==> src/rtl/msk_dd_pkg.sv <==
package msk_dd_pkg;
  localparam int unsigned NUM_TAPS = 2;

  typedef struct packed {
    logic diff_1t;
    logic diff_2t;
  } det_t;
endpackage

==> src/rtl/msk_dd_delay_line.sv <==
module msk_dd_delay_line #(
  parameter int unsigned DEPTH = 450
) (
  input  logic clk_i,
  input  logic rst_ni,
  input  logic en_i,
  input  logic d_i,
  output logic q_o
);
  logic [DEPTH-1:0] sr_q;

  always_ff @(posedge clk_i or negedge rst_ni) begin
    if (!rst_ni)   sr_q <= '0;
    else if (en_i) sr_q <= {sr_q[DEPTH-2:0], d_i};
  end

  assign q_o = sr_q[DEPTH-1];
endmodule

==> src/rtl/msk_dd_dpll.sv <==
module msk_dd_dpll #(
  parameter int unsigned BIT_CYC = 450
) (
  input  logic clk_i,
  input  logic rst_ni,
  input  logic en_i,
  input  logic cmp_i,
  output logic wrap_o,
  output logic clk_mon_o
);
  localparam int unsigned PW   = $clog2(BIT_CYC + 2);
  localparam int unsigned HALF = BIT_CYC / 2;

  logic [PW-1:0] phase_q, phase_sum, step;
  logic          cmp_q, edge_det, wrap;

  always_comb begin
    edge_det = cmp_i ^ cmp_q;
    step     = PW'(1);
    if (edge_det && (phase_q != '0))
      step = (phase_q < PW'(HALF)) ? PW'(0) : PW'(2);
    phase_sum = phase_q + step;
    wrap      = (phase_sum >= PW'(BIT_CYC));
  end

  always_ff @(posedge clk_i or negedge rst_ni) begin
    if (!rst_ni) begin
      phase_q <= '0;
      cmp_q   <= 1'b0;
    end else if (en_i) begin
      cmp_q   <= cmp_i;
      phase_q <= wrap ? (phase_sum - PW'(BIT_CYC)) : phase_sum;
    end
  end

  assign wrap_o    = wrap & en_i;
  assign clk_mon_o = (phase_q < PW'(HALF));

  // window length monitor
  logic [PW:0] gap_q;
  always_ff @(posedge clk_i or negedge rst_ni) begin
    if (!rst_ni) gap_q <= '0;
    else if (en_i) begin
      if (wrap)              gap_q <= '0;
      else if (gap_q != '1)  gap_q <= gap_q + 1'b1;
    end
  end

  p_phase_range_r6: assert property (@(posedge clk_i) disable iff (!rst_ni)
    phase_q < PW'(BIT_CYC));

  p_window_len_r2: assert property (@(posedge clk_i) disable iff (!rst_ni)
    wrap_o |-> (gap_q >= (PW+1)'(HALF)));

  p_freeze_r7: assert property (@(posedge clk_i) disable iff (!rst_ni)
    !en_i |=> $stable(phase_q));
endmodule

==> src/rtl/msk_dd_detector.sv <==
module msk_dd_detector
  import msk_dd_pkg::*;
#(
  parameter int unsigned BIT_CYC = 450
) (
  input  logic                clk_i,
  input  logic                rst_ni,
  input  logic                en_i,
  input  logic                wrap_i,
  input  logic                s_i,
  input  logic [NUM_TAPS-1:0] taps_i,
  output det_t                det_o
);
  localparam int unsigned CW      = $clog2(2 * BIT_CYC + 1);
  localparam logic [CW-1:0] CNT_MAX = CW'(2 * BIT_CYC);
  localparam logic [CW:0]   THR     = (CW+1)'(BIT_CYC);

  logic [NUM_TAPS-1:0] dec;

  for (genvar i = 0; i < NUM_TAPS; i++) begin : g_path
    logic          cmp;
    logic [CW-1:0] cnt_q, tot;

    assign cmp    = s_i ^ taps_i[i];
    assign tot    = (cnt_q == CNT_MAX) ? cnt_q : cnt_q + CW'(cmp);
    // strict majority over the closing window, current sample included
    assign dec[i] = ({tot, 1'b0} > THR);

    always_ff @(posedge clk_i or negedge rst_ni) begin
      if (!rst_ni)   cnt_q <= '0;
      else if (en_i) cnt_q <= wrap_i ? '0 : tot;
    end
  end

  assign det_o.diff_1t = dec[0];
  assign det_o.diff_2t = dec[1];
endmodule

==> src/rtl/msk_dd_corrector.sv <==
module msk_dd_corrector
  import msk_dd_pkg::*;
(
  input  logic clk_i,
  input  logic rst_ni,
  input  logic wrap_i,
  input  det_t det_i,
  output logic bit_o
);
  logic e1_m1_q, e1_m2_q, e2_m1_q, last_fix_q;
  logic syn_a, syn_b, fix;

  // 2T decision should equal XOR of the two 1T decisions it spans
  assign syn_a = e2_m1_q ^ e1_m1_q ^ e1_m2_q;
  assign syn_b = det_i.diff_2t ^ det_i.diff_1t ^ e1_m1_q;
  assign fix   = syn_a & syn_b;
  assign bit_o = e1_m1_q ^ fix;

  always_ff @(posedge clk_i or negedge rst_ni) begin
    if (!rst_ni) begin
      e1_m1_q    <= 1'b0;
      e1_m2_q    <= 1'b0;
      e2_m1_q    <= 1'b0;
      last_fix_q <= 1'b0;
    end else if (wrap_i) begin
      e1_m2_q    <= bit_o;
      e1_m1_q    <= det_i.diff_1t;
      e2_m1_q    <= det_i.diff_2t;
      last_fix_q <= fix;
    end
  end

  p_no_back_to_back_fix_r5: assert property (@(posedge clk_i) disable iff (!rst_ni)
    (wrap_i && last_fix_q) |-> !fix);
endmodule

==> src/rtl/msk_dd_demod.sv <==
module msk_dd_demod
  import msk_dd_pkg::*;
#(
  parameter int unsigned BIT_CYC     = 450,
  parameter int unsigned SYNC_STAGES = 2
) (
  input  logic clk_i,
  input  logic rst_ni,
  input  logic standby_i,
  input  logic msk_i,
  output logic data_o,
  output logic bit_stb_o,
  output logic data_mon_o,
  output logic clk_mon_o
);
  logic                   en;
  logic [SYNC_STAGES-1:0] sync_q;
  logic                   s;
  logic [NUM_TAPS:0]      chain;
  logic                   cmp_1t, wrap, corr;
  det_t                   det;
  logic                   data_q, stb_q, mon_q;

  assign en = ~standby_i;

  always_ff @(posedge clk_i or negedge rst_ni) begin
    if (!rst_ni)  sync_q <= '0;
    else if (en)  sync_q <= {sync_q[SYNC_STAGES-2:0], msk_i};
  end
  assign s = sync_q[SYNC_STAGES-1];

  // chain[1] = 1T copy, chain[2] = 2T copy
  assign chain[0] = s;
  for (genvar i = 0; i < NUM_TAPS; i++) begin : g_tap
    msk_dd_delay_line #(.DEPTH(BIT_CYC)) u_dly (
      .clk_i  (clk_i),
      .rst_ni (rst_ni),
      .en_i   (en),
      .d_i    (chain[i]),
      .q_o    (chain[i+1])
    );
  end

  assign cmp_1t = s ^ chain[1];

  msk_dd_dpll #(.BIT_CYC(BIT_CYC)) u_dpll (
    .clk_i     (clk_i),
    .rst_ni    (rst_ni),
    .en_i      (en),
    .cmp_i     (cmp_1t),
    .wrap_o    (wrap),
    .clk_mon_o (clk_mon_o)
  );

  msk_dd_detector #(.BIT_CYC(BIT_CYC)) u_det (
    .clk_i  (clk_i),
    .rst_ni (rst_ni),
    .en_i   (en),
    .wrap_i (wrap),
    .s_i    (s),
    .taps_i (chain[NUM_TAPS:1]),
    .det_o  (det)
  );

  msk_dd_corrector u_cor (
    .clk_i  (clk_i),
    .rst_ni (rst_ni),
    .wrap_i (wrap),
    .det_i  (det),
    .bit_o  (corr)
  );

  always_ff @(posedge clk_i or negedge rst_ni) begin
    if (!rst_ni) begin
      stb_q  <= 1'b0;
      data_q <= 1'b0;
      mon_q  <= 1'b0;
    end else if (!en) begin
      stb_q  <= 1'b0;
      data_q <= 1'b0;
    end else begin
      stb_q  <= wrap;
      data_q <= wrap & corr;
      if (wrap) mon_q <= corr;
    end
  end

  assign data_o     = data_q;
  assign bit_stb_o  = stb_q;
  assign data_mon_o = mon_q;

  p_no_stb_standby_r7: assert property (@(posedge clk_i) disable iff (!rst_ni)
    standby_i |=> !bit_stb_o);

  p_mon_hold_r8: assert property (@(posedge clk_i) disable iff (!rst_ni)
    !$stable(data_mon_o) |-> bit_stb_o);
endmodule

==> config.mk <==
export PLATFORM = sky130hd
export DESIGN_NAME = msk_dd_demod
export DESIGN_NICKNAME = d
export VERILOG_FILES = /design/src/rtl/msk_dd_pkg.sv /design/src/rtl/msk_dd_delay_line.sv /design/src/rtl/msk_dd_dpll.sv /design/src/rtl/msk_dd_detector.sv /design/src/rtl/msk_dd_corrector.sv /design/src/rtl/msk_dd_demod.sv
export SDC_FILE = /design/constraint.sdc
export NUM_CORES = 1
export LEC_CHECK = 0
export BUFFER_PORTS_ARGS = -buffer_cell sky130_fd_sc_hd__buf_2
export CORE_ASPECT_RATIO = 2
export CORE_MARGIN = 5
export CORE_UTILIZATION = 46
export CTS_CLUSTER_DIAMETER = 60
export DETAILED_ROUTE_END_ITERATION = 8
export SYNTH_ARGS = -nofsm -noshare
export SYNTH_HDL_FRONTEND = slang
export SYNTH_HIERARCHICAL = 1
export SYNTH_SLANG_ARGS = --single-unit
==> constraint.sdc <==
create_clock -name clk_i -period 3.5 [get_ports clk_i]
set_input_delay 0.35 -clock clk_i [delete_from_list [all_inputs] [get_ports clk_i]]
set_output_delay 0.35 -clock clk_i [all_outputs]
set_load 0.05 [all_outputs]
; Yosys cells after proc, flatten, opt, wreduce, memory -nomap -nowiden
; Index checks and enable logic that the tools add are counted.
[word_totals]
regBits = 938
input_bits = 4
output_inout_bits = 4
wordCells = 47
[classes]
n_addsub = 4
order_cmp = 4
eq_ne = 2
n_mux = 9
bitwise = 12
reduce_logical = 3
[ops]
columns = cell, count
row1 = $mux W10, 4
row2 = $gt A11 B9 Y1 const B, 2
row3 = $add A10 B1 Y10, 2
row4 = $eq A10 B10 Y1 const B, 2
row5 = $mux W9, 2
row6 = $add A9 B9 Y9, 1
row7 = $ge A9 B9 Y1 const B, 1
row8 = $lt A9 B8 Y1 const B, 1
row9 = $reduce_bool A9 Y1, 1
row10 = $sub A9 B9 Y9 const B, 1
row11 = $xor A1 B1 Y1, 8
row12 = $and A1 B1 Y1, 3
row13 = $mux W1, 2
row14 = $mux W2, 1
row15 = $reduce_and A2 Y1, 1
row16 = $logic_and A1 B1 Y1, 1
row17 = $not A1 Y1, 1

; Depth between registers and ports, before layout
[logic_depth]
ltp_word = 10
ltp_mapped = 18
mapped_depth_nobuf = 15

; Cells and area by module
; The synthesis kept the hierarchy.
[by_module_without_submodules]
columns = module, n_inst, cells_per_inst, area_per_inst_um2, seq_area_each_um2
row1 = msk_dd_delay_line, 2, 950, 16859.9, 11260.8
row2 = msk_dd_detector, 1, 159, 1353.8, 500.5
row3 = msk_dd_dpll, 1, 120, 1003.5, 250.2
row4 = msk_dd_demod, 1, 12, 191.4, 125.1
row5 = msk_dd_corrector, 1, 14, 157.7, 75.1

; Worst setup path after synthesis
; OpenSTA, ideal clock, no wires.
[synth_path]
path_type = register -> register
from = register u_dpll.phase_q[2]
to = register u_det.g_path[1].cnt_q[5]
arrival_ns = 4.420
required_time_ns = 3.371
slack_ns = -1.049
path_stages_with_launch = 18
n_path_buf = 4
period_less_slack_ns = 4.549
path_cell_list = dfrtp_1 > buf_4 > nor3_1 > nand2_1 > a41oi_1 > nor2_1 > fa_1 > buf_4 > and4_1 > buf_4 > nor4_2 > a211oi_4 > a21oi_2 > and2_1 > clkbuf_1 > a31oi_1 > o21ai_0 > o41ai_1
[synth_via]
elab_chain_len = 7
elab_cells_between_ends = 9
[synth_rtl]
columns = item, line
row1 = from (decl), msk_dd_dpll.sv:14  ; logic [PW-1:0] phase_q, phase_sum, step;
row2 = from (signal assigned), msk_dd_dpll.sv:32  ; phase_q <= wrap ? (phase_sum - PW'(BIT_CYC)) : phase_sum;
row3 = $lt A9 B8 Y1, n/a
row4 = named net clk_mon_o, msk_dd_demod.sv:14  ; output logic clk_mon_o
row5 = $mux W2, msk_dd_dpll.sv:21  ; step = (phase_q < PW'(HALF)) ? PW'(0) : PW'(2);
row6 = $mux W9, msk_dd_dpll.sv:20  ; if (edge_det && (phase_q != '0))
row7 = $add A9 B9 Y9, msk_dd_dpll.sv:22  ; phase_sum = phase_q + step;
row8 = $ge A9 B9 Y1, msk_dd_dpll.sv:23  ; wrap = (phase_sum >= PW'(BIT_CYC));
row9 = $and A1 B1 Y1, msk_dd_dpll.sv:36  ; assign wrap_o = wrap & en_i;
row10 = named net wrap, msk_dd_demod.sv:20  ; logic cmp_1t, wrap, corr;
row11 = $mux W10, msk_dd_detector.sv:31  ; else if (en_i) cnt_q <= wrap_i ? '0 : tot;
row12 = to (signal assigned), msk_dd_detector.sv:31
row13 = to (decl), msk_dd_detector.sv:22  ; logic [CW-1:0] cnt_q, tot;
; The timed path passes the listed nets, and every way through them passes these cells.
; A chain may end at the register's enable or synchronous reset.

; Worst setup path in the final report
[layout_path]
from = register u_dpll.phase_q[7]
to = register u_dpll.phase_q[4]
[layout_via]
elab_chain_len = 6
elab_cells_between_ends = 9
[layout_rtl]
columns = item, line
row1 = $lt A9 B8 Y1 / $reduce_bool A9 Y1 (equally long branches), "msk_dd_dpll.sv:21, msk_dd_dpll.sv:20"
row2 = $mux W2 / $logic_and A1 B1 Y1 (equally long branches), "msk_dd_dpll.sv:21, msk_dd_dpll.sv:20"
row3 = $mux W9, msk_dd_dpll.sv:20
row4 = $add A9 B9 Y9 (*), msk_dd_dpll.sv:22
row5 = $sub A9 B9 Y9 / $ge A9 B9 Y1 (equally long branches), "msk_dd_dpll.sv:32, msk_dd_dpll.sv:23"
row6 = $mux W9 (*), msk_dd_dpll.sv:32
; Every way passes the cells marked *; elsewhere a longest branch is shown, timed or not.

==> metrics.md <==
| Metric | Value |
|---|---|
| Clk slew on worst S/H paths | `roughly 0.06 ns` |
| Yosys top cell area share | `64.4%` |
| Nets | `2253` |
| CTS tree | `done` |
| Most frequent cell after synthesis | `dfrtp_1` |
| Post-synth EDFFs | `0` |
| ANT nets after route | `0` |
| Critical path startpoint category | `register` |
| Post-DP HPWL | `29800 um` |
| Antenna violations before repair | `0` |
| First-pass GRT wire length | `90300 um` |
| Synth unique cells | `65` |
| Die Width | `209 um` |
| Number of global-route vias before repair | `19100` |
| Reg2reg end | `u_dpll/phase_q[4]$_DFFE_PN0P_` |
| DR vias/cell | `5.20` |
| Clk_lat worst skew | `0.63 ns` |
| Grt total ovfl | `0` |
| CP Data Arrival Time | `3.93 ns` |
| Slew headroom | `51.1%` |
| Syn_area_per_cell | `16.5 sq um` |
| Status | `complete, no violations` |
| Fin util | `between 50% and 60%` |
| Die height | `408 um` |
| CTS H-tree depth | `3` |
| Final WS setup | `approximately 0.07 ns` |
| Max frequency | `291 MHz` |
| Async SR Flop Fraction | `between 90% and 100%` |
| Largest net degree at the start of global routing | `115` |
| DP Worst Slack | `-0.213 ns` |
| Fin crit share | `98.0%` |
| Register-to-Register Path Depth | `10` |
| Clock root buffer master | `clkbuf_16` |
| Total core area | `0.0789 sq mm` |
| Synth area leaders | `dfrtp_1 (64%), mux2_2 (28%), buf_6 (2.8%)` |
| WP data required | `approximately 4 ns` |
| Yosys top cell by area | `dfrtp_1` |
| DRT iter0 DRCs | `693` |
| Total Wirelength | `50400 um` |
| Vias | `17400` |
| CP Max Fanout | `8` |
| Worst reg2reg startpoint | `u_dpll/phase_q[7]$_DFFE_PN0P_` |
| Worst VDD drop | `a little under 0.0004 V` |
| Setup Skew | `0.0190 ns` |
| Site Rows | `146` |
| Worst slew pin tran | `~0.73 ns` |
| DR WL/cell | `15.1 um` |
| Syn. warnings | `6` |
| N_diodes | `0` |
| Post-synthesis sequential area ratio | `64.4%` |
| DRC viols | `0` |
| Full die area | `0.0853 sq mm` |
| Buffers on Ports | `7` |
| GP Congestion | `0.801` |
| Fin. max-slew vios | `0` |
| Worst reg2reg setup slack | `0.07 ns` |
| Pre-antenna DRT Iters | `5` |
| # setup viols final | `0` |
| Max Cap Viol | `0` |
| Final Critical Period | `3.43 ns` |
| Synthesized area | `0.0364 sq mm` |
| Yosys reg bits | `938` |
| Crit Path Category | `reg2reg` |
| Sink Count | `938` |
| GRT Util Overall | `12.2%` |
| Most common flop cell mapped by yosys | `dfrtp_1` |
| Min-delay worst type | `in2async` |
| Syn-to-layout area delta | `10.4%` |
| Starting density of the core | `between 40 and 50%` |
| Net count after synthesis | `2217` |
| CTS Buffer Depth | `3` |
| Total CTS buffers | `81` |
| Layout cells sized above 1 | `49.3%` |
| Post-Synthesis Cells | `2205` |
| IO Count | `8` |
| Count of final hold-check violations | `0` |
| CP endpoint kind | `register` |
| LEAKAGE | `0.0204 uW` |
| RSZ-0062 raised after global routing | `yes` |
| Cell Pwr Density | `approximately 550 mW/mm^2` |
| Top cells by count, synth | `dfrtp_1 (938), mux2_2 (906), buf_6 (90), nor2_1 (26), o21ai_0 (21)` |
## worst max path at each step
stage	endpoint	cells after the start	start	slack, ns
3_5_place_dp	u_det/g_path[1].cnt_q[9]$_DFFE_PN0P_	14	u_dpll/phase_q[7]$_DFFE_PN0P_	-0.21
5_1_grt	u_dpll/phase_q[4]$_DFFE_PN0P_	10	u_dpll/phase_q[7]$_DFFE_PN0P_	-0.02
6_report	u_dpll/phase_q[4]$_DFFE_PN0P_	10	u_dpll/phase_q[7]$_DFFE_PN0P_	0.07
3_3_place_gp	u_det/g_path[1].cnt_q[0]$_DFFE_PN0P_	13	u_dpll/phase_q[7]$_DFFE_PN0P_	-0.04
2_1_floorplan	u_dpll/phase_q[4]$_DFFE_PN0P_	13	u_dpll/phase_q[2]$_DFFE_PN0P_	0.00004
4_1_cts	u_det/g_path[1].cnt_q[9]$_DFFE_PN0P_	14	u_dpll/phase_q[7]$_DFFE_PN0P_	-0.04
## per-layer routing
| layer | global-route usage, % | vias to the layer above | share of wire, % |
|---|---|---|---|
| met2 | 21.1 | 226 | 53 |
| met4 | 5.16 | 0 | 3.2 |
| met5 | 0 | - | 0 |
| met3 | 2.52 | 114 | 3.4 |
| met1 | 14.9 | 9117 | 41 |
| li1 | - | 7897 | - |
## flip-flops by register name, summed over array words and instances, names as in the netlist
register	count
data_o	1
u_cor/e1_m2_q	1
u_dpll/cmp_q	1
sync_q	2
u_cor/e2_m1_q	1
data_mon_o	1
bit_stb_o	1
u_cor/e1_m1_q	1
u_det/g_path.cnt_q	20
g_tap.u_dly/sr_q	900
u_dpll/phase_q	9
## final cells by class
class | count | area, sq um
inverters | 13 | 56.3
clock buffers | 128 | 2520
repair buffers | 71 | 825
flip-flops and latches | 938 | 23500
multi-input cells | 1136 | 11900
well taps | 1036 | 1300
clock inverters | 16 | 166
fillers | 6545 | 38700
## critical path, stage by stage, from the launching register on
cell and delay [ns]:
dfrtp_2 0.43, or4_4 0.52, o21ai_2 0.21, ha_2 0.24, fa_2 0.36, and4_4 0.35
nor2_2 0.08, a211oi_4 0.32, a21oi_4 0.07, a41o_1 0.22, or4_1 0.50
## where the power goes
part,internal (uW),leakage (uW),total [uW],switching [uW]
sequential,11100,0.0130,11300,229
combinational,852,0.00609,1980,1130
clock,5170,0.00133,8970,3800
## layout by cell type (no fill, tap or decap), types with 3 or more instances in the layout
cell type,n
xor2_1,7
or3_1,5
inv_1,10
nand2_1,17
nor3b_1,3
a21oi_1,15
a31oi_1,10
buf_12,23
o21ai_0,18
clkbuf_1,22
bufinv_16,3
and3_1,3
clkbuf_8,19
dlygate4sd3_1,3
nand2b_1,3
a21o_1,4
nor2_1,23
dfrtp_1,937
and3_4,3
buf_2,6
clkbuf_16,87
o22ai_1,4
buf_4,37
mux2i_1,4
nand3_1,13
nor2b_1,3
nand4_1,3
nor2_2,3
nand4b_1,3
o2bb2ai_1,5
nor3_1,11
ha_1,6
clkinv_2,10
a22o_1,6
mux2_2,906
and3_2,5
## kinds of logic after synthesis
kind of cell | after synthesis | share of synthesized area (%)
AND/OR/NAND/NOR | 117 | 1.80
buffers and inverters | 131 | 3.30
flip-flops | 938 | 64.4
multiplexers | 911 | 28.2
AO/OA/AOI/OAI | 88 | 1.71
adder cells (fa/ha/maj) | 9 | 0.326
XOR/XNOR | 11 | 0.265
## per-stage QoR
stage	std cells	instance area [sq um]	TNS [ns]	hold WS (ns)	power, uW
after global placement	3182	37400	-0.149	0.348	13300
after CTS	3331	40100	-0.0353	0.238	22600
after detailed placement	3182	37400	-2.17	0.353	13400
after floorplan	2205	36500	0	0.0544	12800
final	3338	40200	0	0.268	22300
after global routing	3338	40200	-0.0287	0.293	23300
## timing repair
| action | 4_1_cts | 5_1_grt |
|---|---|---|
| cloned | 0 | 0 |
| pin swaps | 1 | 11 |
| hold buffers | 3 | 0 |
| endpoints found under the setup margin | 17 | 18 |
| buffers inserted | 2 | 7 |
| endpoints found under the hold margin | 58 | 0 |
| gates resized for setup | 2 | 18 |
No activity file was read; power rests on OpenSTA's default activity.
